===== src/rtl/dacbank_pkg.sv =====
package dacbank_pkg;
  typedef enum logic [2:0] {
    OP_STAGE    = 3'd0,
    OP_STAGEAPP = 3'd1,
    OP_APPLY    = 3'd2,
    OP_PINMASK  = 3'd3,
    OP_REFSEL   = 3'd4,
    OP_SWCLEAR  = 3'd5,
    OP_SWRESET  = 3'd6,
    OP_NONE     = 3'd7
  } dac_op_e;

  typedef enum logic [1:0] {
    REF_EXT   = 2'd0,
    REF_2V048 = 2'd1,
    REF_2V500 = 2'd2,
    REF_4V096 = 2'd3
  } ref_src_e;
endpackage


===== src/rtl/dacbank_rstsync.sv =====
module dacbank_rstsync (
  input  logic clk,
  input  logic arst_n,
  output logic srst_n
);
  logic q1, q2;

  always_ff @(posedge clk or negedge arst_n) begin
    if (!arst_n) begin
      q1 <= 1'b0;
      q2 <= 1'b0;
    end else begin
      q1 <= 1'b1;
      q2 <= q1;
    end
  end

  assign srst_n = q2;
endmodule


===== src/rtl/dacbank_sync2.sv =====
module dacbank_sync2 #(
  parameter logic RST_VAL = 1'b1
) (
  input  logic clk,
  input  logic rst_n,
  input  logic d,
  output logic q
);
  logic s1, s2;

  always_ff @(posedge clk or negedge rst_n) begin
    if (!rst_n) begin
      s1 <= RST_VAL;
      s2 <= RST_VAL;
    end else begin
      s1 <= d;
      s2 <= s1;
    end
  end

  assign q = s2;
endmodule


===== src/rtl/dacbank_ctrl.sv =====
module dacbank_ctrl
  import dacbank_pkg::*;
#(
  parameter int CH = 4
) (
  input  logic          clk,
  input  logic          rst_n,
  input  logic          cmd_valid,
  input  logic [2:0]    cmd_op,
  input  logic [CH-1:0] cmd_sel,
  input  logic [1:0]    ref_bits,
  input  logic          pin_low,
  output logic [CH-1:0] wr_stage,
  output logic [CH-1:0] wr_live,
  output logic [CH-1:0] xfer,
  output logic          zero_all,
  output logic [1:0]    ref_q
);
  dac_op_e       op;
  logic          is_stage, is_sapp, is_apply, is_mask, is_ref, is_clr, is_rst;
  logic [CH-1:0] pin_en_q, pin_en_d;
  logic [1:0]    ref_d;
  logic          pin_en_ce, ref_ce;

  assign op = dac_op_e'(cmd_op);

  always_comb begin
    is_stage = cmd_valid && (op == OP_STAGE);
    is_sapp  = cmd_valid && (op == OP_STAGEAPP);
    is_apply = cmd_valid && (op == OP_APPLY);
    is_mask  = cmd_valid && (op == OP_PINMASK);
    is_ref   = cmd_valid && (op == OP_REFSEL);
    is_clr   = cmd_valid && (op == OP_SWCLEAR);
    is_rst   = cmd_valid && (op == OP_SWRESET);
  end

  always_comb begin
    wr_stage = (is_stage || is_sapp) ? cmd_sel : '0;
    wr_live  = is_sapp ? cmd_sel : '0;
    xfer     = (is_apply ? cmd_sel : '0) | (pin_low ? pin_en_q : '0);
    zero_all = is_clr || is_rst;
  end

  // next-state for pin mask and reference selection
  always_comb begin
    pin_en_ce = is_mask || is_rst;
    pin_en_d  = is_rst ? {CH{1'b1}} : cmd_sel;
    ref_ce    = is_ref || is_rst;
    ref_d     = is_rst ? REF_EXT : ref_bits;
  end

  always_ff @(posedge clk or negedge rst_n) begin
    if (!rst_n) begin
      pin_en_q <= {CH{1'b1}};
      ref_q    <= REF_EXT;
    end else begin
      if (pin_en_ce) pin_en_q <= pin_en_d;
      if (ref_ce)    ref_q    <= ref_d;
    end
  end

  p_swreset_r9: assert property (@(posedge clk) disable iff (!rst_n)
    is_rst |=> (ref_q == REF_EXT) && (pin_en_q == {CH{1'b1}}));

  p_refsel_r7: assert property (@(posedge clk) disable iff (!rst_n)
    is_ref |=> ref_q == $past(ref_bits));

  p_pinmask_r6: assert property (@(posedge clk) disable iff (!rst_n)
    is_mask |=> pin_en_q == $past(cmd_sel));

  p_swclear_keeps_r8: assert property (@(posedge clk) disable iff (!rst_n)
    is_clr |=> $stable(ref_q) && $stable(pin_en_q));
endmodule


===== src/rtl/dacbank_chan.sv =====
module dacbank_chan #(
  parameter int N = 10
) (
  input  logic         clk,
  input  logic         rst_n,
  input  logic         zero,
  input  logic         we_stage,
  input  logic         we_live,
  input  logic         xfer,
  input  logic [N-1:0] din,
  output logic [N-1:0] live_q
);
  logic [N-1:0] stage_q, stage_d, live_d;
  logic         stage_ce, live_ce;

  always_comb begin
    stage_ce = zero || we_stage;
    stage_d  = zero ? '0 : din;
    live_ce  = zero || we_live || xfer;
    if (zero)         live_d = '0;
    else if (we_live) live_d = din;
    else              live_d = stage_q;
  end

  always_ff @(posedge clk or negedge rst_n) begin
    if (!rst_n) begin
      stage_q <= '0;
      live_q  <= '0;
    end else begin
      if (stage_ce) stage_q <= stage_d;
      if (live_ce)  live_q  <= live_d;
    end
  end

  p_stage_hold_r2: assert property (@(posedge clk) disable iff (!rst_n)
    (!we_stage && !zero) |=> $stable(stage_q));

  p_live_write_r3: assert property (@(posedge clk) disable iff (!rst_n)
    (we_live && !zero) |=> live_q == $past(din));

  p_copy_r4: assert property (@(posedge clk) disable iff (!rst_n)
    (xfer && !we_live && !zero) |=> live_q == $past(stage_q));

  p_zero_r8: assert property (@(posedge clk) disable iff (!rst_n)
    zero |=> (live_q == '0) && (stage_q == '0));
endmodule


===== src/rtl/dac_reg_bank.sv =====
module dac_reg_bank
  import dacbank_pkg::*;
#(
  parameter int CH = 4,
  parameter int N  = 10,
  parameter int CW = 12
) (
  input  logic            clk,
  input  logic            rst_n,
  input  logic            clr_n,
  input  logic            cmd_valid,
  input  logic [2:0]      cmd_op,
  input  logic [CH-1:0]   cmd_sel,
  input  logic [CW-1:0]   cmd_data,
  input  logic            load_n,
  input  logic [CH-1:0]   pd_req,
  output logic [CH*N-1:0] dac_code,
  output logic [1:0]      ref_sel,
  output logic [CH-1:0]   pd_status
);
  localparam int LSB = CW - N;

  logic          sys_rst_n, code_rst_n, load_sync;
  logic [CH-1:0] wr_stage, wr_live, xfer, pd_d;
  logic          zero_all;
  logic [N-1:0]  code_in;

  dacbank_rstsync u_sys_rst (
    .clk(clk), .arst_n(rst_n), .srst_n(sys_rst_n));

  dacbank_rstsync u_code_rst (
    .clk(clk), .arst_n(rst_n & clr_n), .srst_n(code_rst_n));

  dacbank_sync2 #(.RST_VAL(1'b1)) u_load_sync (
    .clk(clk), .rst_n(sys_rst_n), .d(load_n), .q(load_sync));

  assign code_in = cmd_data[CW-1:LSB];

  dacbank_ctrl #(.CH(CH)) u_ctrl (
    .clk(clk), .rst_n(sys_rst_n), .cmd_valid(cmd_valid), .cmd_op(cmd_op),
    .cmd_sel(cmd_sel), .ref_bits(cmd_data[1:0]), .pin_low(!load_sync),
    .wr_stage(wr_stage), .wr_live(wr_live), .xfer(xfer),
    .zero_all(zero_all), .ref_q(ref_sel));

  for (genvar i = 0; i < CH; i++) begin : g_chan
    dacbank_chan #(.N(N)) u_chan (
      .clk(clk), .rst_n(code_rst_n), .zero(zero_all),
      .we_stage(wr_stage[i]), .we_live(wr_live[i]), .xfer(xfer[i]),
      .din(code_in), .live_q(dac_code[i*N +: N]));
  end

  assign pd_d = pd_req;

  always_ff @(posedge clk or negedge sys_rst_n) begin
    if (!sys_rst_n) pd_status <= '0;
    else            pd_status <= pd_d;
  end

  p_clr_async_r10: assert property (@(posedge clk) disable iff (!rst_n)
    !clr_n |-> dac_code == '0);

  p_op7_idle_r13: assert property (@(posedge clk) disable iff (!code_rst_n)
    (cmd_valid && cmd_op == 3'd7 && load_sync) |=> $stable(dac_code));
endmodule


===== config.mk =====
export PLATFORM = sky130hd
export DESIGN_NAME = dac_reg_bank
export DESIGN_NICKNAME = d
export VERILOG_FILES = /design/src/rtl/dacbank_pkg.sv /design/src/rtl/dacbank_rstsync.sv /design/src/rtl/dacbank_sync2.sv /design/src/rtl/dacbank_ctrl.sv /design/src/rtl/dacbank_chan.sv /design/src/rtl/dac_reg_bank.sv
export SDC_FILE = /design/constraint.sdc
export NUM_CORES = 1
export LEC_CHECK = 0
export ABC_CLOCK_PERIOD_IN_PS = 7020
export BUFFER_PORTS_ARGS = -buffer_cell sky130_fd_sc_hd__buf_2
export CAP_MARGIN = 15
export CORE_MARGIN = 2
export CORE_UTILIZATION = 30
export DETAILED_ROUTE_END_ITERATION = 6
export PLACE_DENSITY = 0.54
export SLEW_MARGIN = 10
export SYNTH_ARGS = -nofsm -noshare
export SYNTH_HDL_FRONTEND = slang
export SYNTH_HIERARCHICAL = 1
export SYNTH_SLANG_ARGS = --single-unit

===== constraint.sdc =====
create_clock -name clk -period 7.02 [get_ports clk]
set_clock_uncertainty 0.05 [all_clocks]
set_input_delay 0.702 -clock clk [delete_from_list [all_inputs] [get_ports clk]]
set_output_delay 0.702 -clock clk [all_outputs]
set_load 0.03 [all_outputs]

==> qor.txt, run 1 <==
Internal Pwr Total -> 1.08 mW
leading cell type in the layout, fill and taps excluded -> dfrtp_1
CP required -> 7.21 ns
TritonRoute pass-1 iters -> 4
status -> complete, no violations
Final Net Count -> 459
number of port buffers -> 73
Fillers -> 1,420
clock group share of total power -> 33.1%
final worst slack -> 4.83 ns
Mean Syn Cell Area -> 11.9 sq um
Ports -> 74
mapped cell area -> 4380 sq um
Net Count, Synth -> 397
Final Max Slew Viols -> 0
clk sink count -> 96
total clock buffers created by CTS -> 9
Clock Latency Late Sink -> 0.35 ns
Die W -> 125 microns
DR WL/cell -> 17.4 microns
gr usage total -> 14.4%
Die Y -> 125 microns
CP Class -> primary input to register
cell row count -> 44
Detail Route Antenna Nets -> 0
first-pass GRT wire length -> 17,500 microns
crit path time final -> 2.19 ns
YS warnings -> 6
via/cell ratio -> 4.82
max-cap violation count -> 0
largest net degree at the start of global routing -> 81
RSZ-0062 raised after global routing -> no
TritonCTS clock tree -> yes
clock root cell -> clkbuf_16
DR vias -> 2,986
H-tree depth -> 3
reg2reg path depth -> 3
Pwr Density -> 304 nW/um^2
crit-path max FO -> 11
Post-CTS Hold Buffers -> 0
Mapped Cells -> 369
Sw Share -> 31.1%
Setup WS pre-CTS -> 4.44 ns
# DRC -> 0
initial antenna violation count -> 0
CP Launch Type -> primary input
synthesized flop and latch total -> 96
Die Area -> 15,600 sq um
post-CTS setup buffers -> 0
P_sw -> 0.488 mW
share of cells above drive strength 1 -> 22.2%
Worst R2R End -> g_chan[1].u_chan/live_q[1]
Setup crit start -> cmd_valid
Worst Path Arrival -> 2.39 ns
Max Clock Freq -> 456 MHz
number of global-route vias before repair -> 3,147
Synth cell types -> 25
Initial Util -> 30.5%
dpl hpwl -> 6890 microns
Worst setup EP type -> register
global route overflow -> 0
Clk pin slew, worst setup/hold paths -> 0.06 ns
worst-margin pin slew -> 0.843 ns
initial detailed-routing violation count -> 176
reg-to-reg slack, setup -> 5.27 ns
Comb power frac -> 22.4%
leak pwr -> 2.37 nW
Core Box Area -> 14,400 sq um
hold crit path type -> primary input to async pin
post_cts resized -> 0
Final GP Congestion -> 0.741
fin crit share -> 31.2%
commonest non-fill, non-tap cells in the layout -> dfrtp_1, mux2i_1, buf_2
sequential fraction of the synthesis area -> 55.1%
Slew headroom -> 43.8%
P&R area growth vs syn -> 18.0%
final count of hold timing violations -> 0
ant diodes -> 0
setup violators final -> 0
Clock Path Buffers -> 2
reg-to-reg startpoint -> u_ctrl/pin_en_q[1]
Post-Route WL -> 10,800 microns
setup TNS -> 0 ns
VDD IR-drop max -> 0.134 mV
sequential power share -> 44.5%
[cells in the mapped netlist]
library cell	instances	area share, %
dfrtp_1	90	51
mux2i_1	80	18
a211oi_1	40	6.9
nor2_1	40	3.4
nor2b_1	40	5.7
clkbuf_1	12	1.0
nor3_1	12	1.4
buf_4	6	1.0
buf_6	6	1.5
dfstp_2	6	3.6
and2_1	5	0.71
and3_1	5	0.71
a22o_1	4	0.80
a31oi_1	4	0.57
clkinv_1	4	0.34
nand2_1	3	0.26
conb_1	2	0.17
nand2b_1	2	0.29
o21ai_1	2	0.23
and4bb_1	1	0.29
inv_1	1	0.086
nand3_1	1	0.11
nand3b_4	1	0.46
nor3b_4	1	0.43
xor2_1	1	0.20
[stage by stage]
stage	hold slack [ns]	power (mW)	cells	utilization [%]	instance area (sq um)
6_report	0.0855	1.57	620	35.9	5160
5_1_grt	0.0786	1.65	620	35.9	5160
4_1_cts	0.0760	1.59	619	35.7	5130
3_5_place_dp	0.161	1.06	603	33.6	4830
3_3_place_gp	0.146	1.06	603	33.6	4830
2_1_floorplan	0.0926	0.952	369	-	4380
[state kept, by name, indices dropped and copies added, names as in the netlist]
signal / cells
g_chan.u_chan/live_q: 40
g_chan.u_chan/stage_q: 40
pd_status: 4
u_code_rst/q1: 1
u_code_rst/srst_n: 1
u_ctrl/pin_en_q: 4
u_ctrl/ref_q: 2
u_load_sync/q: 1
u_load_sync/s1: 1
u_sys_rst/q1: 1
u_sys_rst/srst_n: 1
[power by group through the flow]
stage | Combinational, mW | Sequential [mW] | Clock, mW
detailed placement | 0.347 | 0.715 | 0
CTS | 0.349 | 0.706 | 0.532
global placement | 0.341 | 0.715 | 0
floorplan | 0.151 | 0.800 | 0
global route | 0.379 | 0.710 | 0.558
finish | 0.352 | 0.698 | 0.519
[critical path: stages]
cell,delay (ns)
buf_2,0.19
nor3b_4,0.36
and3_1,0.43
clkinv_1,0.39
a211oi_1,0.32
[worst max path at each step]
| stage | endpoint | slack, ns | depth (start not counted) |
|---|---|---|---|
| final | g_chan[3].u_chan/live_q[8] | 4.83 | 5 |
| after global routing | g_chan[3].u_chan/live_q[9] | 4.64 | 5 |
| after CTS | g_chan[3].u_chan/live_q[8] | 4.83 | 5 |
| after detailed placement | g_chan[3].u_chan/live_q[8] | 4.44 | 5 |
| after global placement | g_chan[3].u_chan/live_q[4] | 4.49 | 5 |
| after floorplan | g_chan[0].u_chan/live_q[0] | 4.52 | 0 |
[layout make-up]
| cell class | count | area [sq um] | area share, % |
|---|---|---|---|
| sequential | 96 | 2410 | 46.8 |
| multi-input combinational | 244 | 1790 | 34.7 |
| timing repair buffer | 75 | 400 | 7.76 |
| clock buffer | 13 | 240 | 4.65 |
| tap | 184 | 230 | 4.46 |
| clock inverter | 3 | 67.6 | 1.31 |
| inverter | 5 | 18.8 | 0.364 |
[logic make-up after synthesis]
family | share of synthesized area (%)
and+or+nand+nor | 13.8
xor gates and xnor gates | 0.200
muxes | 18.3
buffers and inverters | 4.03
DFF | 55.1
AOI/OAI and AO/OA | 8.46
other | 0.172
[metal layers]
layer / GRT usage, % / vias up / part of all wire, %
met5: 0 / - / 0
met2: 21.3 / 72 / 44
met4: 6.74 / 0 / 2.5
met1: 19.8 / 1473 / 49
li1: - / 1422 / -
met3: 3.44 / 19 / 4.6
Note: power is estimated with default switching activity, not from simulation.
==> run 2: changes to the inputs <==
- ABC_CLOCK_PERIOD_IN_PS: 7020 -> 2000
- PLACE_DENSITY: 0.54 -> 0.56
- clock period: 7.02 -> 2 ns (I/O delays scaled with it)
==> qor.txt, run 2 (same netlist as run 1, synthesis figures left out) <==
Worst setup EP type -> register
cell breakdown of the critical path -> a22o_1 -> mux2i_1 -> a211oi_1
Final GP Congestion -> 0.720
Post-Route WL -> 11,300 microns
Comb power frac -> 23.5%
Die Y -> 125 microns
dpl hpwl -> 7520 microns
Core Util, Final -> 36.9%
Detail Route Antenna Nets -> 0
Clock Path Buffers -> 2
Internal Pwr Total -> 3.63 mW
Die Area -> 15,600 sq um
global route overflow -> 0
TritonCTS clock tree -> yes
max-cap violation count -> 0
crit path time final -> 1.69 ns
Setup WS pre-CTS -> 0.127 ns
CP max stage delay -> 0.55 ns
Ports -> 74
ant diodes -> 0
first-pass GRT wire length -> 18,500 microns
Pwr Density -> 1000 nW/um^2
fin cells -> 642
Critical-path top delay cell -> a22o_1
# DRC -> 0
sequential power share -> 46.2%
post-placement cell count -> 619
Final Net Count -> 481
hold crit path type -> primary input to register
final worst slack -> 0.313 ns
largest net degree at the start of global routing -> 41
via/cell ratio -> 4.80
DR vias -> 3,081
commonest non-fill, non-tap cells in the layout -> dfrtp_1, mux2i_1, buf_2
total clock buffers created by CTS -> 9
Fillers -> 1,416
H-tree depth -> 3
Clock Latency Late Sink -> 0.34 ns
number of port buffers -> 73
crit-path max FO -> 10
P&R area growth vs syn -> 21.3%
final count of hold timing violations -> 0
TritonRoute pass-1 iters -> 4
Final Max Slew Viols -> 0
Worst Path Arrival -> 1.87 ns
status -> complete, no violations
clk sink count -> 96
Max Clock Freq -> 593 MHz
CP Launch Type -> register
CP required -> 2.19 ns
initial antenna violation count -> 0
Sw Share -> 31.9%
Initial Util -> 30.5%
VDD IR-drop max -> 0.356 mV
RSZ-0062 raised after global routing -> no
worst-margin pin slew -> 0.640 ns
Largest regs -> g_chan.u_chan/live_q x40, g_chan.u_chan/stage_q x40
Clk pin slew, worst setup/hold paths -> 0.06 ns
share of cells above drive strength 1 -> 24.9%
setup violators final -> 0
gr usage total -> 15.1%
clock root cell -> clkbuf_16
Core Box Area -> 14,400 sq um
clock group share of total power -> 30.3%
Die W -> 125 microns
CP Class -> register to register
cell row count -> 44
setup TNS -> 0 ns
initial detailed-routing violation count -> 174
fin crit share -> 84.4%
Slew headroom -> 57.3%
post_cts resized -> 0
P_sw -> 1.70 mW
leak pwr -> 2.46 nW
leading cell type in the layout, fill and taps excluded -> dfrtp_1
DR WL/cell -> 17.6 microns
number of global-route vias before repair -> 3,283
[run 2: cell count changes in the layout (fill, tap and decap cells not counted)]
cell           before  now
buf_4               1   16
dlygate4sd3_1       0    7
bufinv_16           2    0
clkbuf_1            4    2
clkbuf_8            0    2
clkinv_2            0    2
buf_12              0    1
buf_16              1    0
[run 2: final cells by class]
class,instances,area [sq um],share of cell area (%)
Clock buffer,13,260,4.90
Inverter,5,18.8,0.354
Timing Repair Buffer,97,576,10.8
Tap cell,184,230,4.34
Multi-Input combinational cell,244,1790,33.8
Sequential cell,96,2410,45.5
Clock inverter,3,17.5,0.330
[run 2: final timing paths]
check                                   startpoint                         end  slack [ns]  cells past startpoint
max in group asynchronous        u_code_rst/srst_n  g_chan[1].u_chan/live_q[4]        1.03                      1
worst max-delay path            u_ctrl/pin_en_q[3]  g_chan[3].u_chan/live_q[5]        0.31                      3
worst min-delay path                   cmd_data[1]             u_ctrl/ref_q[1]        0.07                      3
worst min register to register    u_sys_rst/srst_n                pd_status[1]        0.15                      0
min in group asynchronous                    rst_n            u_sys_rst/srst_n        0.14                      2
worst max register to register  u_ctrl/pin_en_q[3]  g_chan[3].u_chan/live_q[5]        0.31                      3
[run 2: critical path, delay by kind of cell, from the launching register on]
kind / cells / cell delay [ns]
AO/OA/AOI/OAI: 2 / 0.82
flip-flops: 1 / 0.54
multiplexers: 1 / 0.17
[run 2: power groups by stage]
stage                     sequential, mW  clock [mW]  combinational [mW]
after CTS                           2.47        1.66                1.27
after global routing                2.51        1.74                1.36
final                               2.46        1.61                1.25
after detailed placement            2.50           0                1.26
after floorplan                     2.81           0               0.531
after global placement              2.50           0                1.23
[run 2: repair_timing]
item | in CTS | in global routing
endpoints found under the hold margin | 9 | 0
setup buffers | 0 | 0
hold buffers | 7 | 0
[run 2: metrics by stage]
stage	instance area (sq um)	power, mW	hold slack [ns]
6_report	5310	5.33	0.0708
5_1_grt	5310	5.62	0.0752
4_1_cts	5310	5.40	0.0653
3_5_place_dp	4960	3.76	-0.0567
3_3_place_gp	4960	3.73	-0.0589
2_1_floorplan	4380	3.34	-0.146
[run 2: metal layers]
| layer | vias to the layer above | share of wire, % | GRT usage, % | wire length, microns |
|---|---|---|---|---|
| met2 | 61 | 46 | 23.5 | 5240 |
| met5 | - | 0 | 0 | 0 |
| li1 | 1461 | - | - | - |
| met4 | 0 | 0.72 | 3.37 | 81 |
| met3 | 6 | 3.7 | 3.35 | 419 |
| met1 | 1553 | 49 | 21.4 | 5560 |
==> run 3: changes to the inputs <==
- ABC_CLOCK_PERIOD_IN_PS: 2000 -> 1500
- clock period: 2 -> 1.5 ns (I/O delays scaled with it)
==> qor.txt, run 3 (same netlist as run 1, synthesis figures left out) <==
commonest non-fill, non-tap cells in the layout -> dfrtp_1, mux2i_1, buf_2
Initial Util -> 30.5%
Clock Latency Late Sink -> 0.35 ns
Die W -> 125 microns
VDD IR-drop max -> 0.579 mV
Final Max Slew Viols -> 0
crit path time final -> 1.48 ns
Post-Route WL -> 11,200 microns
Finished Cell Area -> 5660 sq um
final count of hold timing violations -> 0
CP required -> 1.70 ns
initial detailed-routing violation count -> 117
P&R area growth vs syn -> 29.4%
max-cap violation count -> 0
via/cell ratio -> 4.80
Detail Route Antenna Nets -> 0
clock root cell -> clkbuf_16
ant diodes -> 0
leak pwr -> 2.60 nW
# DRC -> 0
first-pass GRT wire length -> 18,300 microns
Core Box Area -> 14,400 sq um
Comb power frac -> 24.1%
CP Class -> register to register
Clk pin slew, worst setup/hold paths -> 0.07 ns
Sw Share -> 31.2%
Worst setup EP type -> register
total clock buffers created by CTS -> 9
Final Net Count -> 494
Setup WS pre-CTS -> -0.0316 ns
TritonRoute pass-1 iters -> 4
Max Clock Freq -> 675 MHz
cell row count -> 44
share of cells above drive strength 1 -> 29.3%
Internal Pwr Total -> 5.20 mW
final worst slack -> 0.0184 ns
DR vias -> 3,141
number of global-route vias before repair -> 3,289
Worst Path Arrival -> 1.68 ns
Final GP Congestion -> 0.742
Die Y -> 125 microns
largest net degree at the start of global routing -> 41
Slew headroom -> 65.8%
leading cell type in the layout, fill and taps excluded -> dfrtp_1
setup TNS -> 0 ns
status -> complete, no violations
Clock Path Buffers -> 2
hold crit path type -> primary input to async pin
number of port buffers -> 73
clk sink count -> 96
clock group share of total power -> 32.7%
Core Util, Final -> 39.4%
Pwr Density -> 1330 nW/um^2
TritonCTS clock tree -> yes
dpl hpwl -> 7440 microns
crit-path max FO -> 5
initial antenna violation count -> 0
sequential power share -> 43.3%
fin crit share -> 98.8%
DR WL/cell -> 17.1 microns
H-tree depth -> 3
RSZ-0062 raised after global routing -> yes
global route overflow -> 0
placed inst area -> 5170 sq um
Fillers -> 1,389
Ports -> 74
P_sw -> 2.36 mW
Largest regs -> g_chan.u_chan/live_q x40, g_chan.u_chan/stage_q x40
worst-margin pin slew -> 0.513 ns
setup violators final -> 0
CP Launch Type -> register
Die Area -> 15,600 sq um
gr usage total -> 14.9%
[run 3: power groups by stage]
stage | combinational, mW | sequential [mW] | clock, mW
after global placement | 1.74 | 3.31 | 0
final | 1.82 | 3.27 | 2.47
after global routing | 1.96 | 3.32 | 2.61
after floorplan | 0.708 | 3.75 | 0
after CTS | 1.79 | 3.27 | 2.53
after detailed placement | 1.77 | 3.31 | 0
[run 3: what timing repair did]
| item | in CTS | in global routing |
|---|---|---|
| hold buffers | 9 | 0 |
| resized for setup | 0 | 12 |
| pin swaps | 12 | 20 |
| gates cloned | 0 | 1 |
| setup buffers | 0 | 0 |
| setup endpoints to repair | 14 | 40 |
| hold endpoints to repair | 11 | 0 |
[run 3: worst paths after layout]
check | start | to | slack (ns) | cells past startpoint
max reg2reg | u_load_sync/q | g_chan[3].u_chan/live_q[9] | 0.02 | 5
max in group asynchronous | u_code_rst/srst_n | g_chan[1].u_chan/stage_q[0] | 0.70 | 1
min | rst_n | u_sys_rst/q1 | 0.05 | 2
min reg2reg | u_sys_rst/srst_n | pd_status[3] | 0.16 | 0
min in group clk | cmd_valid | u_ctrl/ref_q[0] | 0.09 | 3
max | u_load_sync/q | g_chan[3].u_chan/live_q[9] | 0.02 | 5
[run 3: critical path, stage by stage, from the launching register on]
cell       delay [ns]
dfstp_2          0.52
inv_2            0.05
a22o_4           0.28
clkbuf_16        0.16
mux2i_1          0.11
a211oi_1         0.22
[run 3: per-layer routing]
metal  wire [microns]  GRT usage [%]
met2             5160           23.3
met4              119           3.97
met5                0              0
met1             5440           20.8
met3              463           3.35
[run 3: area by class of cell]
class / count / area (sq um) / share of cell area (%)
multi-input combinational: 244 / 1850 / 32.6
sequential: 96 / 2410 / 42.6
clock inverter: 7 / 96.3 / 1.70
inverter: 5 / 18.8 / 0.331
tap: 184 / 230 / 4.07
clock buffer: 9 / 225 / 3.98
timing repair buffer: 110 / 833 / 14.7
[run 3: through the flow]
| stage | total power [mW] | hold slack (ns) | std cells |
|---|---|---|---|
| 6_report | 7.56 | 0.0526 | 655 |
| 5_1_grt | 7.89 | 0.0656 | 655 |
| 4_1_cts | 7.59 | 0.0460 | 654 |
| 3_5_place_dp | 5.08 | -0.106 | 629 |
| 3_3_place_gp | 5.04 | -0.108 | 629 |
| 2_1_floorplan | 4.45 | -0.196 | 369 |
